### src/rtl/dinit_pkg.sv
package dinit_pkg;

  typedef enum logic [1:0] {
    CYC_ROR = 2'd0,
    CYC_CBR = 2'd1,
    CYC_ACC = 2'd2
  } cyc_kind_e;

  typedef enum logic [1:0] {
    ST_PAUSE = 2'd0,
    ST_WAKE  = 2'd1,
    ST_RUN   = 2'd2
  } seq_st_e;

endpackage

### src/rtl/dinit_rst_sync.sv
module dinit_rst_sync (
  input  logic clk,
  input  logic rst_n,
  output logic rst_sync_n
);

  logic meta_q;
  logic sync_q;

  always_ff @(posedge clk or negedge rst_n) begin
    if (!rst_n) begin
      meta_q <= 1'b0;
      sync_q <= 1'b0;
    end else begin
      meta_q <= 1'b1;
      sync_q <= meta_q;
    end
  end

  assign rst_sync_n = sync_q;

endmodule

### src/rtl/dinit_strobe_gen.sv
module dinit_strobe_gen
  import dinit_pkg::*;
#(
  parameter int unsigned RAS_LOW_CYC = 3,
  parameter int unsigned PRE_CYC     = 2
) (
  input  logic      clk,
  input  logic      rst_n,
  input  logic      start,
  input  cyc_kind_e kind_i,
  output logic      active,
  output logic      ras_n,
  output logic      cas_n
);

  localparam int unsigned LEN_LONG = 1 + RAS_LOW_CYC + PRE_CYC;
  localparam int unsigned STEP_W   = $clog2(LEN_LONG + 1);
  localparam logic [STEP_W-1:0] RL_S      = STEP_W'(RAS_LOW_CYC);
  localparam logic [STEP_W-1:0] LAST_LONG = STEP_W'(LEN_LONG - 1);
  localparam logic [STEP_W-1:0] LAST_STD  = STEP_W'(LEN_LONG - 2);

  logic              act_q, act_d;
  cyc_kind_e         kind_q, kind_d;
  logic [STEP_W-1:0] step_q, step_d;
  logic              ras_low_d, cas_low_d;
  logic              ras_n_q, cas_n_q;
  logic              at_end;

  // Strobe levels for a given step of a given cycle kind.
  function automatic logic [1:0] lows(input logic a, input cyc_kind_e k,
                                      input logic [STEP_W-1:0] s);
    logic r, c;
    r = 1'b0;
    c = 1'b0;
    if (a) begin
      case (k)
        CYC_CBR: begin
          c = (s <= RL_S);
          r = (s >= STEP_W'(1)) && (s <= RL_S);
        end
        CYC_ACC: begin
          r = (s < RL_S);
          c = (s >= STEP_W'(1)) && (s < RL_S);
        end
        default: begin
          r = (s < RL_S);
          c = 1'b0;
        end
      endcase
    end
    return {r, c};
  endfunction

  assign at_end = act_q && (step_q == ((kind_q == CYC_CBR) ? LAST_LONG : LAST_STD));

  always_comb begin
    act_d  = act_q;
    kind_d = kind_q;
    step_d = step_q;
    if (!act_q) begin
      if (start) begin
        act_d  = 1'b1;
        kind_d = kind_i;
        step_d = '0;
      end
    end else if (at_end) begin
      act_d = 1'b0;
    end else begin
      step_d = step_q + STEP_W'(1);
    end
    {ras_low_d, cas_low_d} = lows(act_d, kind_d, step_d);
  end

  always_ff @(posedge clk or negedge rst_n) begin
    if (!rst_n) begin
      act_q   <= 1'b0;
      kind_q  <= CYC_ROR;
      step_q  <= '0;
      ras_n_q <= 1'b1;
      cas_n_q <= 1'b1;
    end else begin
      act_q   <= act_d;
      kind_q  <= kind_d;
      step_q  <= step_d;
      ras_n_q <= ~ras_low_d;
      cas_n_q <= ~cas_low_d;
    end
  end

  assign active = act_q;
  assign ras_n  = ras_n_q;
  assign cas_n  = cas_n_q;

endmodule

### src/rtl/dinit_idle_mon.sv
module dinit_idle_mon #(
  parameter int unsigned IDLE_CYC = 1000
) (
  input  logic clk,
  input  logic rst_n,
  input  logic ras_n,
  output logic expired
);

  localparam int unsigned CNT_W = $clog2(IDLE_CYC + 1);
  localparam logic [CNT_W-1:0] LIMIT = CNT_W'(IDLE_CYC);

  logic             ras_prev_q;
  logic [CNT_W-1:0] cnt_q, cnt_d;
  logic             ras_fall;
  logic             cnt_en;

  assign ras_fall = ras_prev_q && !ras_n;
  assign cnt_en   = ras_fall || (cnt_q != LIMIT);

  always_comb begin
    if (ras_fall) cnt_d = '0;
    else          cnt_d = cnt_q + CNT_W'(1);
  end

  always_ff @(posedge clk or negedge rst_n) begin
    if (!rst_n) begin
      ras_prev_q <= 1'b1;
      cnt_q      <= '0;
    end else begin
      ras_prev_q <= ras_n;
      if (cnt_en) cnt_q <= cnt_d;
    end
  end

  assign expired = (cnt_q == LIMIT);

endmodule

### src/rtl/dinit_pend_cnt.sv
module dinit_pend_cnt #(
  parameter int unsigned PEND_MAX = 7
) (
  input  logic clk,
  input  logic rst_n,
  input  logic req,
  input  logic take,
  output logic nonzero
);

  localparam int unsigned PW = $clog2(PEND_MAX + 1);
  localparam logic [PW-1:0] FULL = PW'(PEND_MAX);

  logic [PW-1:0] cnt_q, cnt_d;
  logic          cnt_en;

  assign cnt_en = req ^ take;

  always_comb begin
    cnt_d = cnt_q;
    if (take && !req)                 cnt_d = cnt_q - PW'(1);
    else if (req && !take && cnt_q != FULL) cnt_d = cnt_q + PW'(1);
  end

  always_ff @(posedge clk or negedge rst_n) begin
    if (!rst_n)      cnt_q <= '0;
    else if (cnt_en) cnt_q <= cnt_d;
  end

  assign nonzero = (cnt_q != '0);

endmodule

### src/rtl/dinit_seq.sv
module dinit_seq
  import dinit_pkg::*;
#(
  parameter int unsigned CLK_MHZ     = 100,
  parameter int unsigned PAUSE_US    = 500,
  parameter int unsigned IDLE_MS     = 64,
  parameter int unsigned INIT_CNT    = 8,
  parameter int unsigned RAS_LOW_CYC = 3,
  parameter int unsigned PRE_CYC     = 2,
  parameter int unsigned PEND_MAX    = 7
) (
  input  logic clk,
  input  logic rst_n,
  input  logic acc_req,
  input  logic rfsh_sel,
  output logic ras_n,
  output logic cas_n,
  output logic ready,
  output logic acc_gnt
);

  localparam int unsigned PAUSE_CYC = CLK_MHZ * PAUSE_US;
  localparam int unsigned IDLE_CYC  = CLK_MHZ * IDLE_MS * 1000;
  localparam int unsigned PAUSE_W   = $clog2(PAUSE_CYC);
  localparam int unsigned WAKE_W    = $clog2(INIT_CNT + 1);
  localparam logic [PAUSE_W-1:0] PAUSE_LAST = PAUSE_W'(PAUSE_CYC - 1);
  localparam logic [WAKE_W-1:0]  WAKE_ALL   = WAKE_W'(INIT_CNT);

  logic               rst_sync_n;
  seq_st_e            state_q, state_d;
  logic [PAUSE_W-1:0] pause_q, pause_d;
  logic [WAKE_W-1:0]  wake_q, wake_d;
  logic               pause_en, wake_en;
  logic               gen_start, gen_act;
  cyc_kind_e          gen_kind;
  logic               idle_exp;
  logic               pend_nz;
  logic               gnt;

  dinit_rst_sync u_rst (
    .clk        (clk),
    .rst_n      (rst_n),
    .rst_sync_n (rst_sync_n)
  );

  dinit_strobe_gen #(
    .RAS_LOW_CYC (RAS_LOW_CYC),
    .PRE_CYC     (PRE_CYC)
  ) u_gen (
    .clk    (clk),
    .rst_n  (rst_sync_n),
    .start  (gen_start),
    .kind_i (gen_kind),
    .active (gen_act),
    .ras_n  (ras_n),
    .cas_n  (cas_n)
  );

  dinit_idle_mon #(
    .IDLE_CYC (IDLE_CYC)
  ) u_idle (
    .clk     (clk),
    .rst_n   (rst_sync_n),
    .ras_n   (ras_n),
    .expired (idle_exp)
  );

  dinit_pend_cnt #(
    .PEND_MAX (PEND_MAX)
  ) u_pend (
    .clk     (clk),
    .rst_n   (rst_sync_n),
    .req     (acc_req),
    .take    (gnt),
    .nonzero (pend_nz)
  );

  // Next-state logic: pause, wake burst, run with idle re-wake.
  always_comb begin
    state_d   = state_q;
    pause_d   = pause_q;
    wake_d    = wake_q;
    gen_start = 1'b0;
    gen_kind  = CYC_ROR;
    gnt       = 1'b0;
    case (state_q)
      ST_PAUSE: begin
        if (pause_q == PAUSE_LAST) begin
          state_d = ST_WAKE;
          wake_d  = '0;
        end else begin
          pause_d = pause_q + PAUSE_W'(1);
        end
      end
      ST_WAKE: begin
        if (!gen_act) begin
          if (wake_q != WAKE_ALL) begin
            gen_start = 1'b1;
            gen_kind  = rfsh_sel ? CYC_CBR : CYC_ROR;
            wake_d    = wake_q + WAKE_W'(1);
          end else begin
            state_d = ST_RUN;
          end
        end
      end
      ST_RUN: begin
        if (!gen_act) begin
          if (idle_exp) begin
            state_d = ST_WAKE;
            wake_d  = '0;
          end else if (pend_nz) begin
            gen_start = 1'b1;
            gen_kind  = CYC_ACC;
            gnt       = 1'b1;
          end
        end
      end
      default: state_d = ST_PAUSE;
    endcase
  end

  assign pause_en = (state_q == ST_PAUSE);
  assign wake_en  = (wake_d != wake_q);

  always_ff @(posedge clk or negedge rst_sync_n) begin
    if (!rst_sync_n) begin
      state_q <= ST_PAUSE;
      pause_q <= '0;
      wake_q  <= '0;
    end else begin
      state_q <= state_d;
      if (pause_en) pause_q <= pause_d;
      if (wake_en)  wake_q  <= wake_d;
    end
  end

  assign ready   = (state_q == ST_RUN);
  assign acc_gnt = gnt;

endmodule

### config.mk
export PLATFORM = sky130hd
export DESIGN_NAME = dinit_seq
export DESIGN_NICKNAME = d
export VERILOG_FILES = /design/src/rtl/dinit_pkg.sv /design/src/rtl/dinit_rst_sync.sv /design/src/rtl/dinit_strobe_gen.sv /design/src/rtl/dinit_idle_mon.sv /design/src/rtl/dinit_pend_cnt.sv /design/src/rtl/dinit_seq.sv
export SDC_FILE = /design/constraint.sdc
export NUM_CORES = 1
export LEC_CHECK = 0
export BUFFER_PORTS_ARGS = -buffer_cell sky130_fd_sc_hd__buf_4
export CORE_ASPECT_RATIO = 1.5
export CORE_MARGIN = 2
export CORE_UTILIZATION = 60
export CTS_CLUSTER_SIZE = 20
export DETAILED_ROUTE_END_ITERATION = 6
export PLACE_DENSITY = 0.79
export SYNTH_ARGS = -nofsm -noshare
export SYNTH_HDL_FRONTEND = slang
export SYNTH_SLANG_ARGS = --single-unit
### constraint.sdc
create_clock -name clk -period 2.2 [get_ports clk]
set_input_delay 0.33 -clock clk [delete_from_list [all_inputs] [get_ports clk]]
set_output_delay 0.33 -clock clk [all_outputs]
set_load 0.02 [all_outputs]
==> out/results.tsv <==
stage	metric	value	unit
floorplanning	start_util	62.4	%
synth	yosysSeqAreaShare	46.0	%
global_route	antenna_found_initial	0	
finish	final_common_cell	dfrtp_1	
routing	vias	2746	
power_and_ir_drop	power_density	594	nW/um^2
routing	dr.pass1.iters	4	
routing	met2_length	4460	um
sta	slew-limit-headroom	60.3	%
worst_hold_path	hold_path_class	flip-flop to asynchronous set/reset pin	
clocking	cts.sinks	59	
floorplanning	die_x	63.8	um
synth	netlist_instances	322	
place	portBuffers	7	
place	globalplace.congestion	0.827	
routing	via_per_inst	6.02	
synth	syn_area_per_cell	10.0	um^2
global_route	grt_first_pass_wirelength	12100	um
place	placed_area	3640	um^2
status	status	finished with violations	
routing	wl_met1	3220	um
power_and_ir_drop	vdd_drop_max	488	uV
floorplanning	core	5160	um^2
sta	rsz0062_at_grt	yes	
clocking	ctsHtreeMaxLevel	3	
power_and_ir_drop	combPwrFrac	6.5	%
synth	async_flop_share	100	%
finish	fillers	283	
critical_path	required	2.46	ns
clocking	root_buffer	clkbuf_8	
global_route	grt_pass1_vias	2709	
critical_path	cp.arrival	2.64	ns
finish	fin_area	4120	um^2
clocking	cts_buffers	9	
sta	fmax	420	MHz
sta	clock_skew	0.00622	ns
sta	final_max_slew_viol_count	0	
floorplanning	top_level_ports	8	
place	place_ws	-0.358	ns
power_and_ir_drop	p_leak	1.87	nW
routing	drtIter0Drc	148	
floorplanning	die_area	5980	um^2
power_and_ir_drop	seqPwrFrac	47.1	%
critical_path	worstSetupStartpointType	flip-flop	
power_and_ir_drop	switchingPower	0.561	mW
finish	final_cell_mix	55 x dfrtp_1, 51 x buf_4, 35 x nor2_1, 29 x nand2_1, 25 x xnor2_1	
global_route	grt_usage	26.5	%
power_and_ir_drop	p_int	1.89	mW
sta	worstMarginPinSlew	0.596	ns
synth	syn_nets	341	
sta	hold_viol_final	0	
synth	ys.flop_type	dfrtp_1	
synth	synth_edf_count	0	
finish	final_nets	402	
run	drv_cap	0	
floorplanning	rows	32	
sta	layout_setup_ws	-0.180	ns
synth	yosysTopAreaCell	dfrtp_1	
clocking	cts_buffer_depth	2	
place	dpl.hpwl	4800	um
power_and_ir_drop	switching_share	22.9	%
routing	wl_per_cell	18.5	um
clocking	clkTransAtPathRegs	0.07	ns
routing	ant_nets	0	
status	violations	negative setup slack	
finish	syn_to_final_growth	27.9	%
global_route	grt_max_degree	27	
synth	ys_ff_latch	59	
clocking	clk_latency	0.34	ns
routing	dr_wl_met3	363	um
finish	drive_above_1_share	30.2	%
sta	final-setup-viol-count	8	
routing	drc_errors	0	
routing	wl	8430	um
critical_path	cp_max_fo	4	
sta	fin_crit_sh	108	%
sta	period_minus_slack	2.38	ns
floorplanning	fp.dieH	93.7	um
clocking	cts_tree	yes	
power_and_ir_drop	clkPwrFrac	46.4	%
finish	antenna_cells	0	
critical_path	endpoint_kind	flip-flop	
global_route	grt_overflow	0	
synth	ys_types	56	
synth	synth_area_leaders	dfrtp_1 44%, xnor2_1 7.1%, ha_1 5.4%	
critical_path	path_class	flip-flop to flip-flop	
synth	synthesis.area	3220	um^2
finish	final_core_util	79.7	%
synth	synth_top_area_share	43.5	%
synth	yosys_warnings	0	
routing	top_layer_used	met4	
[stage by stage]
stage	setup TNS, ns	instances	hold WS (ns)	total power, mW
6_report	-0.661	456	0.276	2.45
5_1_grt	-1.20	456	0.307	2.53
4_1_cts	-0.173	454	0.295	2.41
3_5_place_dp	-0.848	429	0.114	1.30
3_3_place_gp	-0.498	429	0.112	1.29
2_1_floorplan	-0.112	322	0.0344	1.26
[cell type report]
class / count / area [um^2] / share of cell area (%)
tap: 68 / 85.1 / 2.07
clock buffer: 11 / 151 / 3.68
timing repair buffer: 56 / 447 / 10.8
multi-input combinational: 241 / 1820 / 44.1
sequential: 59 / 1480 / 36.0
clock inverter: 5 / 75.1 / 1.82
inverter: 16 / 62.6 / 1.52
[layer usage]
metal,vias up,global-route usage (%)
li1,1244,-
met1,1370,29.1
met2,94,46.4
met3,38,5.40
met4,0,15.6
met5,-,0
[Yosys cell counts (2+ instances only)]
cell type	count
a211o_1	2
a21o_1	3
a21oi_1	9
a31oi_1	4
and2_1	2
and3_1	9
and4_1	3
clkbuf_1	4
dfrtp_1	56
dfstp_2	3
ha_1	14
inv_1	16
mux2_2	2
nand2_1	29
nand2b_1	4
nand3_1	16
nand4_1	5
nor2_1	37
nor2b_1	4
nor3_1	11
nor3b_1	3
nor4_1	2
nor4_2	2
nor4b_1	2
nor4bb_1	3
o21ai_0	8
o2bb2ai_1	2
or3_1	3
xnor2_1	26
xor2_1	12
[worst paths after layout]
| path | from | to | slack, ns | cells after the start |
|---|---|---|---|---|
| min in group clk | u_rst.meta_q | u_rst.rst_sync_n | 0.35 | 0 |
| hold reg to reg | u_rst.rst_sync_n | pause_q[12] | 0.28 | 0 |
| setup / recovery | u_idle.cnt_q[1] | u_gen.cas_n | -0.18 | 10 |
| max in group asynchronous | u_rst.rst_sync_n | u_idle.cnt_q[3] | 1.24 | 1 |
| setup reg to reg | u_idle.cnt_q[1] | u_gen.cas_n | -0.18 | 10 |
| hold / removal | u_rst.rst_sync_n | pause_q[12] | 0.28 | 0 |
[power by group through the flow]
| stage | registers (mW) | clock network [mW] | logic [mW] |
|---|---|---|---|
| after floorplan | 1.17 | 0 | 0.0878 |
| after global placement | 1.17 | 0 | 0.124 |
| after detailed placement | 1.17 | 0 | 0.127 |
| after CTS | 1.15 | 1.13 | 0.129 |
| after global routing | 1.16 | 1.19 | 0.178 |
| final | 1.15 | 1.13 | 0.160 |
[state kept, by name, indices dropped and copies added (netlist names)]
name and flops:
u_gen.active 1, u_pend.cnt_q 3, u_gen.ras_n 1, u_gen.kind_q 2, u_gen.step_q 3, wake_q 4
u_idle.ras_prev_q 1, u_idle.cnt_q 23, u_rst.meta_q 1, pause_q 16, u_gen.cas_n 1, state_q 2
u_rst.rst_sync_n 1
[repair_timing]
action                                 in CTS  in global routing
gates resized for setup                    15                 22
setup endpoints to repair                   7                  8
endpoints found under the hold margin       2                  0
gates cloned                                0                  0
pin swaps                                  10                 15
setup buffers                               8                  3
hold buffers                                1                  0
[cell families after synthesis]
group | share of synthesized area [%]
buffers and inverters | 2.84
adders and majority gates | 6.06
and+or+nand+nor | 24.6
xor gates and xnor gates | 10.3
muxes | 1.01
other | 0.116
DFF | 46.0
AOI/OAI and AO/OA | 9.09
[worst max-delay path, cell delays in order (launching register included)]
cell	delay, ns
dfrtp_1	0.39
inv_2	0.09
ha_4	0.13
nor4bb_4	0.22
nand3_2	0.17
o211a_4	0.32
a21oi_4	0.17
a22o_1	0.18
ha_2	0.21
a21oi_1	0.06
a221o_1	0.35
(Power assumes the default switching activity.)
